`config.mk`:
```
export PLATFORM = sky130hd
export DESIGN_NAME = linkpwr_monitor
export DESIGN_NICKNAME = d
export VERILOG_FILES = /design/src/rtl/linkpwr_pkg.sv /design/src/rtl/linkpwr_filter.sv /design/src/rtl/linkpwr_ctrl.sv /design/src/rtl/linkpwr_datapath.sv /design/src/rtl/linkpwr_monitor.sv
export SDC_FILE = /design/constraint.sdc
export NUM_CORES = 1
export LEC_CHECK = 0
export BUFFER_PORTS_ARGS = -buffer_cell sky130_fd_sc_hd__clkbuf_2
export CORE_MARGIN = 2
export CORE_UTILIZATION = 55
export CTS_CLUSTER_DIAMETER = 120
export DETAILED_ROUTE_END_ITERATION = 6
export PLACE_DENSITY = 0.78
export SYNTH_ARGS = -nofsm -noshare
export SYNTH_HDL_FRONTEND = slang
export SYNTH_HIERARCHICAL = 1
export SYNTH_SLANG_ARGS = --single-unit
export TNS_END_PERCENT = 10
```
`constraint.sdc`:
```
create_clock -name clk -period 2.39 [get_ports clk]
set_input_delay 0 -clock clk [delete_from_list [all_inputs] [get_ports clk]]
set_output_delay 0 -clock clk [all_outputs]
set_load 0.02 [all_outputs]
```
`src/rtl/linkpwr_pkg.sv`:
```
package linkpwr_pkg;

  typedef enum logic [1:0] {
    PS_ACTIVE   = 2'd0,
    PS_RESET    = 2'd1,
    PS_DISABLED = 2'd2
  } pwrState_e;

  typedef struct packed {
    logic passThru;   // forward control, data and request
    logic clkEnable;  // let the interface clock run
    logic linkUp;     // line judged active
  } ctrlStrobes_t;

endpackage

```
`src/rtl/linkpwr_filter.sv`:
```
module linkpwr_filter #(
  parameter int SYNC_STAGES = 2,
  parameter int MIN_HIGH    = 3
) (
  input  logic clk,
  input  logic rst_n,
  input  logic statusIn,
  output logic validHigh
);
  localparam int HC_W = $clog2(MIN_HIGH + 1);
  localparam logic [HC_W-1:0] HC_MAX  = HC_W'(MIN_HIGH);
  localparam logic [HC_W-1:0] HC_GATE = HC_W'(MIN_HIGH - 1);

  logic [SYNC_STAGES-1:0] syncReg;
  logic [HC_W-1:0]        hiCnt;
  logic                   syncHi;

  always_ff @(posedge clk or negedge rst_n) begin
    if (!rst_n) syncReg <= '0;
    else        syncReg <= {syncReg[SYNC_STAGES-2:0], statusIn};
  end

  assign syncHi = syncReg[SYNC_STAGES-1];

  // count consecutive synchronized high cycles, saturating at MIN_HIGH
  always_ff @(posedge clk or negedge rst_n) begin
    if (!rst_n)            hiCnt <= '0;
    else if (!syncHi)      hiCnt <= '0;
    else if (hiCnt != HC_MAX) hiCnt <= hiCnt + 1'b1;
  end

  assign validHigh = syncHi && (hiCnt >= HC_GATE);

endmodule

```
`src/rtl/linkpwr_ctrl.sv`:
```
module linkpwr_ctrl
  import linkpwr_pkg::*;
#(
  parameter int RESET_CYCLES   = 650000,
  parameter int DISABLE_CYCLES = 6500000
) (
  input  logic         clk,
  input  logic         rst_n,
  input  logic         validHigh,
  input  logic         powerDown,
  output pwrState_e    stateQ,
  output ctrlStrobes_t strobes
);
  localparam int LOW_W = $clog2(DISABLE_CYCLES + 1);
  localparam logic [LOW_W-1:0] RST_LIM = LOW_W'(RESET_CYCLES);
  localparam logic [LOW_W-1:0] DIS_LIM = LOW_W'(DISABLE_CYCLES);

  logic [LOW_W-1:0] lowCnt;
  pwrState_e        stateNext;

  // low-time counter: cleared only by a validated high, saturates at disable
  always_ff @(posedge clk or negedge rst_n) begin
    if (!rst_n)               lowCnt <= '0;
    else if (validHigh)       lowCnt <= '0;
    else if (lowCnt != DIS_LIM) lowCnt <= lowCnt + 1'b1;
  end

  always_comb begin
    if (validHigh && !powerDown)        stateNext = PS_ACTIVE;
    else if (lowCnt == DIS_LIM)         stateNext = PS_DISABLED;
    else if (powerDown || lowCnt >= RST_LIM) stateNext = PS_RESET;
    else                                stateNext = PS_ACTIVE;
  end

  always_ff @(posedge clk or negedge rst_n) begin
    if (!rst_n) stateQ <= PS_ACTIVE;
    else        stateQ <= stateNext;
  end

  always_comb begin
    strobes.passThru  = (stateQ == PS_ACTIVE);
    strobes.clkEnable = (stateQ != PS_DISABLED);
    strobes.linkUp    = (stateQ == PS_ACTIVE);
  end

endmodule

```
`src/rtl/linkpwr_datapath.sv`:
```
module linkpwr_datapath
  import linkpwr_pkg::*;
#(
  parameter int CTL_W  = 2,
  parameter int DATA_W = 8
) (
  input  logic              clk,
  input  logic              rst_n,
  input  ctrlStrobes_t      strobes,
  input  logic              linkCtrlBit,
  input  logic              reqIn,
  input  logic [CTL_W-1:0]  ctlIn,
  input  logic [DATA_W-1:0] dataIn,
  output logic              reqOut,
  output logic [CTL_W-1:0]  ctlOut,
  output logic [DATA_W-1:0] dataOut,
  output logic              ifClkOut,
  output logic              linkActive
);
  logic clkEnLow;

  assign ctlOut     = strobes.passThru ? ctlIn  : '0;
  assign dataOut    = strobes.passThru ? dataIn : '0;
  assign reqOut     = strobes.passThru & reqIn;
  assign linkActive = strobes.linkUp & linkCtrlBit;

  // enable captured while clk is low, so the AND never slices a high phase
  always_ff @(negedge clk or negedge rst_n) begin
    if (!rst_n) clkEnLow <= 1'b1;
    else        clkEnLow <= strobes.clkEnable;
  end

  assign ifClkOut = clk & clkEnLow;

endmodule

```
`src/rtl/linkpwr_monitor.sv`:
```
module linkpwr_monitor
  import linkpwr_pkg::*;
#(
  parameter int RESET_CYCLES   = 650000,
  parameter int DISABLE_CYCLES = 6500000,
  parameter int MIN_HIGH       = 6,
  parameter int CTL_W          = 2,
  parameter int DATA_W         = 8
) (
  input  logic              clk,
  input  logic              rst_n,
  input  logic              statusIn,
  input  logic              powerDown,
  input  logic              linkCtrlBit,
  input  logic              reqIn,
  input  logic [CTL_W-1:0]  ctlIn,
  input  logic [DATA_W-1:0] dataIn,
  output logic              reqOut,
  output logic [CTL_W-1:0]  ctlOut,
  output logic [DATA_W-1:0] dataOut,
  output logic              ifClkOut,
  output logic              linkActive,
  output logic [1:0]        pwrState
);
  logic         validHigh;
  pwrState_e    stateQ;
  ctrlStrobes_t strobes;

  linkpwr_filter #(.SYNC_STAGES(2), .MIN_HIGH(MIN_HIGH)) u_filter (
    .clk(clk), .rst_n(rst_n), .statusIn(statusIn), .validHigh(validHigh)
  );

  linkpwr_ctrl #(.RESET_CYCLES(RESET_CYCLES), .DISABLE_CYCLES(DISABLE_CYCLES)) u_ctrl (
    .clk(clk), .rst_n(rst_n), .validHigh(validHigh), .powerDown(powerDown),
    .stateQ(stateQ), .strobes(strobes)
  );

  linkpwr_datapath #(.CTL_W(CTL_W), .DATA_W(DATA_W)) u_dp (
    .clk(clk), .rst_n(rst_n), .strobes(strobes), .linkCtrlBit(linkCtrlBit),
    .reqIn(reqIn), .ctlIn(ctlIn), .dataIn(dataIn), .reqOut(reqOut),
    .ctlOut(ctlOut), .dataOut(dataOut), .ifClkOut(ifClkOut), .linkActive(linkActive)
  );

  assign pwrState = stateQ;

endmodule

```
== Word level (Yosys, flattened, before mapping) ==
Index checks and enable logic that the tools add are counted.

* $lt $le $gt $ge: 2
* Equal/unequal tests: 5
* Add/sub/neg operators: 2
* Muxes and demuxes: 9
* Reduce and logical (&&, ||, !) cells: 6
* Bitwise gates (word level): 3

{| class="wikitable"
|+ Operators with widths
! kind !! count
|-
| $mux 23 || 2
|-
| $add 23x1->23 const B || 1
|-
| $eq 23x23->1 const B || 1
|-
| $ge 23x20->1 const B || 1
|-
| $ne 23x23->1 const B || 1
|-
| $mux 8 || 1
|-
| $mux 2 || 3
|-
| $mux 3 || 2
|-
| $ne 2x2->1 const B || 2
|-
| $add 3x1->3 const B || 1
|-
| $and 1x1->1 || 3
|-
| $ge 3x3->1 const B || 1
|-
| $ne 3x3->1 const B || 1
|-
| $logic_and 1x1->1 || 2
|-
| $logic_not 2->1 || 1
|-
| $reduce_bool 2->1 || 1
|-
| $logic_not 1->1 || 1
|-
| $logic_or 1x1->1 || 1
|-
| $mux 1 || 1
|}

* Output and inout bits: 15
* Flip-flop bits (word level): 31

== Depth between registers and ports, before layout ==
* Word-level depth: 5
* Depth in mapped cells: 7
* Depth with buffers taken out: 6

== By module ==
The synthesis kept the hierarchy.

{| class="wikitable"
|+ Modules (own cells, without submodules)
! module !! cells an instance !! area an instance (µm²) !! instances !! seq. area each (µm²)
|-
| linkpwr_ctrl || 154 || 1455.1 || 1 || 625.6
|-
| linkpwr_filter || 20 || 232.7 || 1 || 125.1
|-
| linkpwr_datapath || 16 || 122.6 || 1 || 26.3
|}

==> impl_metrics.env <==
export IMPL_status="finished, violations left"
export IMPL_violations="setup timing"
export IMPL_rsz0062_at_grt="true"
export IMPL_drc_errors=0
export IMPL_hold_class="in2async"
export IMPL_async_flop_share_pct=100
export IMPL_critPathRequiredTime_ns=2.39
export IMPL_io_pins=31
export IMPL_postRouteAntennaNets=0
export IMPL_drive_above_1_share_pct=22.3
export IMPL_cts_setup_buffers=0
export IMPL_initial_utilization_pct=58.3
export IMPL_grt_pass1_vias=1501
export IMPL_worstSetupStartpointType="register"
export IMPL_synth_cell_type_count=42
export IMPL_cts_tree="done"
export IMPL_syn_to_final_growth_pct=16.4
export IMPL_synthesis_nets=211
export IMPL_met3_length_um=298
export IMPL_core_um2=3100
export IMPL_peakVddDrop_mv=0.399
export IMPL_r2r_end="u_ctrl/lowCnt[20]"
export IMPL_power_density_nw_per_um2=752
export IMPL_fin_nets=244
export IMPL_synth_edff_count=0
export IMPL_multi_input_area_um2=940
export IMPL_leakagePower_nw=1.03
export IMPL_skew_ns=0.0580
export IMPL_setup_viol_count_final=2
export IMPL_grt_pass1_wl_mm=6.26
export IMPL_hold_violations=0
export IMPL_final_common_cell="dfrtp_1"
export IMPL_die_area_um2=3770
export IMPL_wl_met1_mm=1.58
export IMPL_rrSetupSlack_ns=0.43
export IMPL_finalWeightedCongestion=0.833
export IMPL_stdcell_count=268
export IMPL_n_antenna_cell=0
export IMPL_cp_arrival_ns=2.45
export IMPL_fillerInstances=256
export IMPL_via_count=1540
export IMPL_antenna_found_initial=0
export IMPL_row_count=20
export IMPL_hold_ws_ns=0.134
export IMPL_die_width_um=61.4
export IMPL_ys_warn_count=6
export IMPL_maxCapViolations=0
export IMPL_wl_met2_mm=1.90
export IMPL_cts_clk_slew_worst_paths_ns=0.10
export IMPL_syn_area_um2=1810
export IMPL_first_pass_iters=5
export IMPL_syn_inst=190
export IMPL_slew_headroom_pct=64.5
export IMPL_wl_per_cell_um=14.5
export IMPL_path_max_fanout=1
export IMPL_overflow=0
export IMPL_crit_chain="and2_4 -> buf_8"
export IMPL_most_common_layout_cells="dfrtp_1, clkbuf_2, nor2_1"
export IMPL_crit_path_end_kind="output port"
export IMPL_dp_hpwl_mm=2.79
export IMPL_ys_ff_latch=31
export IMPL_grt_max_degree=31
export IMPL_slew_viol_final=0
export IMPL_io_buffer_count=30
export IMPL_cp_slowest_cell="dfstp_2"
export IMPL_vias_per_cell=5.75
export IMPL_dr_max_layer_used="met4"
export IMPL_timing_final_ws_setup_ns=-0.0590
export IMPL_ff2ff_path_depth=5
export IMPL_routed_wl_mm=3.90
export IMPL_drt_first_iter_violations=72
export IMPL_grt_use_total_pct=23.8
export IMPL_synth_ff_type="dfrtp_1"
export IMPL_die_h_um=61.4
export IMPL_register_area_um2=777
export IMPL_place_inst=254
export IMPL_insertion_delay_ns=0.49
export IMPL_ys_seq_area_share_pct=42.9
export IMPL_max_stage_delay_ns=0.51
export IMPL_r2r_start="u_ctrl/lowCnt[0]"
export IMPL_worst_pin_slew_ns=0.533
export IMPL_syn_avg_cell_area_um2=9.53
export IMPL_critPathKind="reg2out"
## synthesized netlist by cell type (2+ instances only)
library cell | n | share of area [%]
a21oi_1 | 12 | 3.3
and2_1 | 13 | 4.5
and3_1 | 8 | 2.8
and4_1 | 3 | 1.5
buf_1 | 2 | 0.41
buf_2 | 2 | 0.55
buf_4 | 5 | 2.1
clkbuf_1 | 2 | 0.41
dfrtp_1 | 30 | 41
ha_1 | 5 | 3.5
inv_1 | 6 | 1.2
mux2_1 | 3 | 1.9
nand2_1 | 6 | 1.2
nand2b_1 | 2 | 0.69
nand3_1 | 12 | 3.3
nand4_1 | 6 | 2.1
nor2_1 | 18 | 3.7
nor2b_1 | 4 | 1.4
nor3_1 | 3 | 0.83
nor4_1 | 5 | 1.7
o21a_1 | 2 | 0.83
o21ai_0 | 6 | 1.7
o31ai_1 | 4 | 1.7
or4_1 | 4 | 1.7
xnor2_1 | 3 | 1.5
xor2_1 | 8 | 3.9
## flip-flops by register name (all words and copies together), names as in the netlist
signal and cells:
u_ctrl/lowCnt 23, u_filter/hiCnt 3, u_dp/clkEnLow 1, u_filter/syncReg 2, u_ctrl/stateQ 2
## layout make-up
class / instances / area share [%]
multi-input combinational: 141 / 44.6
clock buffer: 10 / 4.21
inverter: 5 / 0.890
clock inverter: 3 / 1.84
tap: 44 / 2.61
timing repair buffer: 34 / 9.02
sequential: 31 / 36.9
## worst max-delay path: cells and delay by family (launching register included)
family,cells,cell delay (ns)
flops,1,0.51
simple gates,1,0.14
buf+inv,1,0.11
## cell families (layout without fill, tap and decap cells)
family | Yosys count | in the layout | share of synthesized area, %
and+or+nand+nor | 94 | 94 | 31.8
DFF | 31 | 31 | 42.9
AOI/OAI and AO/OA | 28 | 28 | 9.33
buffers and inverters | 18 | 52 | 5.32
xor gates and xnor gates | 11 | 11 | 5.32
adders and majority gates | 5 | 5 | 3.46
muxes | 3 | 3 | 1.87
## how the worst max path moves through the flow
stage	startpoint	end	slack, ns	cells past startpoint
floorplan	u_dp/clkEnLow	ifClkOut	0.49	1
global placement	u_dp/clkEnLow	ifClkOut	0.45	2
detailed placement	u_ctrl/lowCnt[0]	u_ctrl/lowCnt[20]	0.45	5
CTS	u_dp/clkEnLow	ifClkOut	-0.09	2
global route	u_dp/clkEnLow	ifClkOut	-0.12	2
finish	u_dp/clkEnLow	ifClkOut	-0.06	2
## repair_timing
action / CTS / global route
endpoints found under the setup margin: 2 / 2
gates resized for setup: 3 / 1
cloned: 0 / 0
endpoints found under the hold margin: 33 / 0
hold buffers: 3 / 0
## power by group
part,internal [W],switching (W)
Clock,0.000373,0.000254
Sequential,0.000587,0.0000918
Combinational,0.000128,0.000151
Total,0.00109,0.000497
## stage by stage
step / total power, W / cell area [um2] / worst slack, ns / util (%) / TNS (ns)
2_1_floorplan: 0.000939 / 1810 / 0.490 / - / 0
3_3_place_gp: 0.000998 / 1960 / 0.451 / 63.1 / 0
3_5_place_dp: 0.00102 / 1960 / 0.446 / 63.1 / 0
4_1_cts: 0.00158 / 2110 / -0.0870 / 67.9 / -0.0870
5_1_grt: 0.00168 / 2110 / -0.119 / 67.9 / -0.119
6_report: 0.00159 / 2110 / -0.0590 / 67.9 / -0.0590
## metal layers
metal / vias to the layer above / track usage [%]
li1: 739 / -
met1: 722 / 24.4
met2: 63 / 40.4
met3: 16 / 9.24
met4: 0 / 15.5
met5: - / 0
No activity file was read; power rests on OpenSTA's default activity.
